===== config.mk =====
export PLATFORM = sky130hd
export DESIGN_NAME = pio_cycle_seq
export DESIGN_NICKNAME = d
export VERILOG_FILES = /design/src/rtl/pio_seq_pkg.sv /design/src/rtl/pio_iordy_sync.sv /design/src/rtl/pio_mode_ctl.sv /design/src/rtl/pio_cycle_seq.sv
export SDC_FILE = /design/constraint.sdc
export NUM_CORES = 1
export LEC_CHECK = 0
export ABC_AREA = 1
export CORE_MARGIN = 5
export CORE_UTILIZATION = 52
export DETAILED_ROUTE_END_ITERATION = 10
export PLACE_DENSITY = 0.85
export SYNTH_ARGS = -nofsm -noshare
export SYNTH_HDL_FRONTEND = slang
export SYNTH_SLANG_ARGS = --single-unit

===== constraint.sdc =====
create_clock -name clk -period 5.2 [get_ports clk]
set_input_delay 0.78 -clock clk [delete_from_list [all_inputs] [get_ports clk]]
set_output_delay 0.78 -clock clk [all_outputs]
set_load 0.01 [all_outputs]

===== src/rtl/pio_seq_pkg.sv =====
package pio_seq_pkg;

  localparam int PIO_CNT_W = 8;
  localparam int PIO_NUM_MODES = 5;

  typedef enum logic [1:0] {
    ST_IDLE   = 2'd0,
    ST_SETUP  = 2'd1,
    ST_ACTIVE = 2'd2,
    ST_RECOV  = 2'd3
  } seq_state_e;

  typedef struct packed {
    logic [PIO_CNT_W-1:0] setup;
    logic [PIO_CNT_W-1:0] active;
    logic [PIO_CNT_W-1:0] recov;
  } phase_cycles_t;

  // Round a nanosecond figure up to whole clocks, never below one clock.
  function automatic logic [PIO_CNT_W-1:0] ns_to_cycles(input int ns, input int clk_ns);
    int c;
    c = (ns + clk_ns - 1) / clk_ns;
    if (c < 1) c = 1;
    return PIO_CNT_W'(c);
  endfunction

endpackage


===== src/rtl/pio_iordy_sync.sv =====
module pio_iordy_sync #(
  parameter int STAGES = 2
) (
  input  logic clk,
  input  logic rst,
  input  logic async_in,
  output logic sync_out
);
  logic [STAGES-1:0] chain_q;

  always_ff @(posedge clk) begin
    if (rst) chain_q <= '0;
    else     chain_q <= {chain_q[STAGES-2:0], async_in};
  end

  assign sync_out = chain_q[STAGES-1];
endmodule


===== src/rtl/pio_mode_ctl.sv =====
module pio_mode_ctl
  import pio_seq_pkg::*;
#(
  parameter int CLK_NS = 20
) (
  input  logic          clk,
  input  logic          rst,
  input  logic          mode_wr,
  input  logic [2:0]    mode_in,
  output phase_cycles_t timing_o
);
  localparam int MAX_MODE = PIO_NUM_MODES - 1;
  localparam int SETUP_NS  [PIO_NUM_MODES] = '{70, 50, 30, 30, 25};
  localparam int ACTIVE_NS [PIO_NUM_MODES] = '{165, 125, 100, 80, 70};
  localparam int RECOV_NS  [PIO_NUM_MODES] = '{365, 208, 110, 70, 25};

  logic [2:0]    mode_q;
  phase_cycles_t table_w [PIO_NUM_MODES];

  for (genvar m = 0; m < PIO_NUM_MODES; m++) begin : g_mode
    assign table_w[m].setup  = ns_to_cycles(SETUP_NS[m], CLK_NS);
    assign table_w[m].active = ns_to_cycles(ACTIVE_NS[m], CLK_NS);
    assign table_w[m].recov  = ns_to_cycles(RECOV_NS[m], CLK_NS);
  end

  always_ff @(posedge clk) begin
    if (rst) begin
      mode_q <= 3'(MAX_MODE);
    end else if (mode_wr && (mode_in <= 3'(MAX_MODE))) begin
      mode_q <= mode_in;
    end
  end

  always_comb begin
    timing_o = table_w[0];
    for (int i = 0; i < PIO_NUM_MODES; i++) begin
      if (mode_q == 3'(i)) timing_o = table_w[i];
    end
  end
endmodule


===== src/rtl/pio_cycle_seq.sv =====
module pio_cycle_seq
  import pio_seq_pkg::*;
#(
  parameter int CLK_NS      = 20,
  parameter int TIMEOUT_CYC = 16,
  parameter int DW          = 16
) (
  input  logic          clk,
  input  logic          rst,
  input  logic          mode_wr,
  input  logic [2:0]    mode_in,
  input  logic          req_valid,
  input  logic          req_rd,
  input  logic          req_wr,
  input  logic [4:0]    req_reg,
  input  logic [DW-1:0] req_wdata,
  output logic          busy,
  output logic          done,
  output logic          err,
  output logic [DW-1:0] rdata,
  output logic [2:0]    ata_da,
  output logic [1:0]    ata_cs_n,
  output logic          ata_dior_n,
  output logic          ata_diow_n,
  output logic [DW-1:0] ata_dd_o,
  output logic          ata_dd_oe,
  input  logic [DW-1:0] ata_dd_i,
  input  logic          ata_iordy
);
  localparam int WAIT_W = $clog2(TIMEOUT_CYC + 1);
  localparam logic [WAIT_W-1:0] WAIT_LIMIT = WAIT_W'(TIMEOUT_CYC);

  phase_cycles_t        mode_timing;
  phase_cycles_t        cyc_timing_q;
  seq_state_e           state_q;
  logic [PIO_CNT_W-1:0] cnt_q;
  logic [WAIT_W-1:0]    wait_q;
  logic                 is_read_q;
  logic                 late_q;
  logic                 iordy_s;

  pio_iordy_sync #(.STAGES(2)) u_sync (
    .clk      (clk),
    .rst      (rst),
    .async_in (ata_iordy),
    .sync_out (iordy_s)
  );

  pio_mode_ctl #(.CLK_NS(CLK_NS)) u_mode (
    .clk      (clk),
    .rst      (rst),
    .mode_wr  (mode_wr),
    .mode_in  (mode_in),
    .timing_o (mode_timing)
  );

  always_ff @(posedge clk) begin
    if (rst) begin
      state_q      <= ST_IDLE;
      cnt_q        <= '0;
      wait_q       <= '0;
      is_read_q    <= 1'b0;
      late_q       <= 1'b0;
      cyc_timing_q <= '0;
      busy         <= 1'b0;
      done         <= 1'b0;
      err          <= 1'b0;
      rdata        <= '0;
      ata_da       <= '0;
      ata_cs_n     <= 2'b11;
      ata_dior_n   <= 1'b1;
      ata_diow_n   <= 1'b1;
      ata_dd_o     <= '0;
      ata_dd_oe    <= 1'b0;
    end else begin
      done <= 1'b0;
      err  <= 1'b0;
      unique case (state_q)
        ST_IDLE: begin
          if (req_valid) begin
            if (req_rd && req_wr) begin
              done <= 1'b1;
              err  <= 1'b1;
            end else if (req_rd || req_wr) begin
              state_q      <= ST_SETUP;
              cyc_timing_q <= mode_timing;
              cnt_q        <= mode_timing.setup - 1'b1;
              ata_da       <= req_reg[2:0];
              ata_cs_n     <= req_reg[4:3];
              ata_dd_o     <= req_wdata;
              ata_dd_oe    <= req_wr;
              is_read_q    <= req_rd;
              late_q       <= 1'b0;
              busy         <= 1'b1;
            end
          end
        end
        ST_SETUP: begin
          if (cnt_q == '0) begin
            state_q <= ST_ACTIVE;
            cnt_q   <= cyc_timing_q.active - 1'b1;
            wait_q  <= '0;
            if (is_read_q) ata_dior_n <= 1'b0;
            else           ata_diow_n <= 1'b0;
          end else begin
            cnt_q <= cnt_q - 1'b1;
          end
        end
        ST_ACTIVE: begin
          if (cnt_q != '0) begin
            cnt_q <= cnt_q - 1'b1;
          end else if (iordy_s || (wait_q == WAIT_LIMIT)) begin
            state_q    <= ST_RECOV;
            cnt_q      <= cyc_timing_q.recov - 1'b1;
            ata_dior_n <= 1'b1;
            ata_diow_n <= 1'b1;
            late_q     <= ~iordy_s;
            if (is_read_q) rdata <= ata_dd_i;
          end else begin
            wait_q <= wait_q + 1'b1;
          end
        end
        ST_RECOV: begin
          if (cnt_q == '0) begin
            state_q   <= ST_IDLE;
            ata_da    <= '0;
            ata_cs_n  <= 2'b11;
            ata_dd_oe <= 1'b0;
            busy      <= 1'b0;
            done      <= 1'b1;
            err       <= late_q;
          end else begin
            cnt_q <= cnt_q - 1'b1;
          end
        end
        default: state_q <= ST_IDLE;
      endcase
    end
  end
endmodule


==> results.md <==
- Routed Antenna Nets: 0
- Post-route clock skew: 0.00931 ns
- Status: finished, final reports clean
- Setup TNS: 0 ns
- Pin count of the biggest net entering global routing: 42
- First-pass GRT wire length: 15.7 mm
- GR Overflow Total: 0
- Buf/Inv on CP: 5
- Vias: 3448
- GP Congestion: 0.940
- Met1 Use GR: 28.4%
- Distinct cell type count after synthesis: 32
- Mean Syn Cell Area: 7.07 um2
- WL/cell: 14.2 um
- Crit path max-delay family: buffers and inverters
- Mapped Area: 3430 um2
- Placeable core region: 6390 um2
- Port Buffer Count: 89
- Final period utilization: 50.5%
- Chip width: 91.2 um
- VDD IR max: 0.359 mV
- Ys Warns: 0
- LEAKAGE: 1.94 nW
- Slew margin rel.: 30.2%
- Met2 Resource Use GR: 37.3%
- Vias in the first global route: 3498
- Dpl hpwl: 6.55 mm
- Fill cells: 518
- Worst path required time: 5.42 ns
- R2R setup slack: 2.65 ns
- Net count, final: 627
- Final setup viols: 0
- Synth Area in Compound Gates: 14.9%
- Adder-Cell Fraction of Synth Area: 4.38%
- # Max-Cap Violations: 0
- Post-CTS Setup Bufs: 0
- Synth Area in Simple Gates: 29.3%
- Sequential share of the synthesized area: 42.0%
- Post-Route WL: 9.24 mm
- Max incr delay on CP: 0.53 ns
- Clock-pin transition on the worst setup and hold timing paths: 0.08 ns
- Syn Nets: 544
- PD cells: 465 nW/um2
- Worst skew pair latency: 0.35 ns
- CTS Buf Count: 9
- Mapped Cells: 485
- Met3 Track Usage GR: 6.61%
- GRT Total Usage: 22.9%
- Pwr Total: 2.10 mW
- Critical-path cell list: clkdlybuf4s50_1 > inv_1 > nand2_1 > nand3_1 > nor2_4 > inv_2 > nor2_4 > inv_2 > nand2_1 > inv_2 > nand2_1 > a21oi_1
- DRT Pass-1 Iters: 5
- Fin crit period: 2.63 ns
- RSZ-0062 raised after global routing: no
- Initial antenna violation count: 0
- Remaining DRCs: 0
- Worst-margin pin slew: 1.05 ns
- Worst path slowest cell: clkdlybuf4s50_1
- Io pins: 90
- Share of layout cells above drive strength 1: 5.93%
- Final worst slack: 2.57 ns
- Gr busiest metal: met2
- Largest family of logic cells by synthesized area: simple AND/OR/NAND/NOR gates
- Area grow syn2layout: 31.9%
- Worst-case clock buffer depth: 2
- Design area: 4520 um2
- Final hold slack: 0.419 ns
- Antenna cell count: 0
- Vias/cell: 5.30
- Cts repair resizes: 0
- Worst Path Class, Setup: input pin to flop
- Htree depth: 3
- Worst Path Arrival: 2.84 ns
- Yosys reg bits: 72
- DR iter-0 viols: 238
- CP Max Fanout: 28
- # rows: 29
- # hold bufs at CTS: 0
- Starting Density: 53.7%
- Class of the worst hold path: flop to flop
- Post-Synth XOR/XNOR Area: 1.02%
- Total Die Area: 8320 um2
- Fmax: 0.381 GHz
- CTS tree: built
- Worst setup SP type: input pin
- Mux contribution to synthesized area: 0%
- Placed Instance Area: 4320 um2
- Worst setup EP type: flop
- Hold Vio Cnt, Final: 0
- CTS root buffer: clkbuf_8
- Place WS: 2.24 ns
- Die Span Y: 91.2 um
- CTS sink cnt: 72
- Final Max Slew Viols: 0
==> registers in the layout (all words and copies together) (netlist names), 2 cells and up <==
register        cells
u_mode.mode_q       3
ata_cs_n            2
state_q             2
ata_dd_o           16
u_sync.chain_q      2
rdata              16
ata_da              3
cyc_timing_q        7
wait_q              5
cnt_q               8
==> stage by stage <==
stage,cells,util [%]
after floorplan,485,-
after global placement,634,67.7
after global routing,650,70.8
after detailed placement,634,67.7
after CTS,650,70.8
final,650,70.8
==> synth_stat cells, drive strengths merged <==
library cell	number	area share, %
nand3	18	2.8
or2	1	0.18
dfxtp	72	42
ha	12	4.4
clkbuf	8	0.88
a211oi	7	1.5
o22ai	5	0.91
buf	10	2.1
o21ai	47	6.9
nand2	93	11
o211ai	1	0.22
a21oi	37	5.4
xor2	4	1.0
nor3b	2	0.44
nor2	106	13
nand4	4	0.73
nand3b	2	0.44
nor3	6	1.2
inv	49	5.4
and2	1	0.18
==> routing by layer <==
layer	share of wire, %	vias to the layer above
li1	-	1723
met1	43	1610
met2	48	97
met3	7.1	18
met4	2.1	0
met5	0	-
==> placed cells by master, fill, tap and decap left out, types with 4 or more instances in the layout <==
cell type,count
inv_1,42
a211oi_1,7
nand2_1,89
nand3_1,17
inv_2,6
nor2_1,99
nor2_4,4
ha_1,12
xor2_1,4
dfxtp_1,72
o22ai_1,5
clkdlybuf4s50_1,89
nor3_1,5
o21ai_0,44
clkbuf_8,11
nand4_1,4
a21oi_1,37
==> final cells by class <==
type | count | area, um2 | share of cell area, %
Clock buffer | 14 | 163 | 3.60
Clock inverter | 2 | 37.5 | 0.830
Inverter | 49 | 186 | 4.12
Multi-Input combinational cell | 346 | 1700 | 37.6
Sequential cell | 72 | 1440 | 31.9
Tap cell | 77 | 96.3 | 2.13
Timing Repair Buffer | 90 | 898 | 19.9
==> cell families after synthesis <==
group	after synthesis
simple gates	233
fa+ha+maj	12
xor+xnor	4
compound gates	97
flops	72
buf+inv	67
==> worst paths after layout <==
path	startpoint	endpoint	cells after the start
setup / recovery	req_wr	ata_da[0]	12
hold / removal	u_sync.chain_q[0]	u_sync.chain_q[1]	2
setup reg to reg	state_q[0]	ata_da[0]	11
hold reg to reg	u_sync.chain_q[0]	u_sync.chain_q[1]	2
==> report_power, final <==
group | total, mW | switching, mW | internal (mW)
Clock | 0.455 | 0.206 | 0.249
Combinational | 0.952 | 0.600 | 0.352
Sequential | 0.696 | 0.0597 | 0.637
==> worst min-delay path, delay by kind of cell, from the launching register on <==
family | cells | cell delay (ns)
buffers and inverters | 1 | 0.04
and+or+nand+nor | 1 | 0.03
DFF | 1 | 0.31
Power figures use the tool's default switching activity.
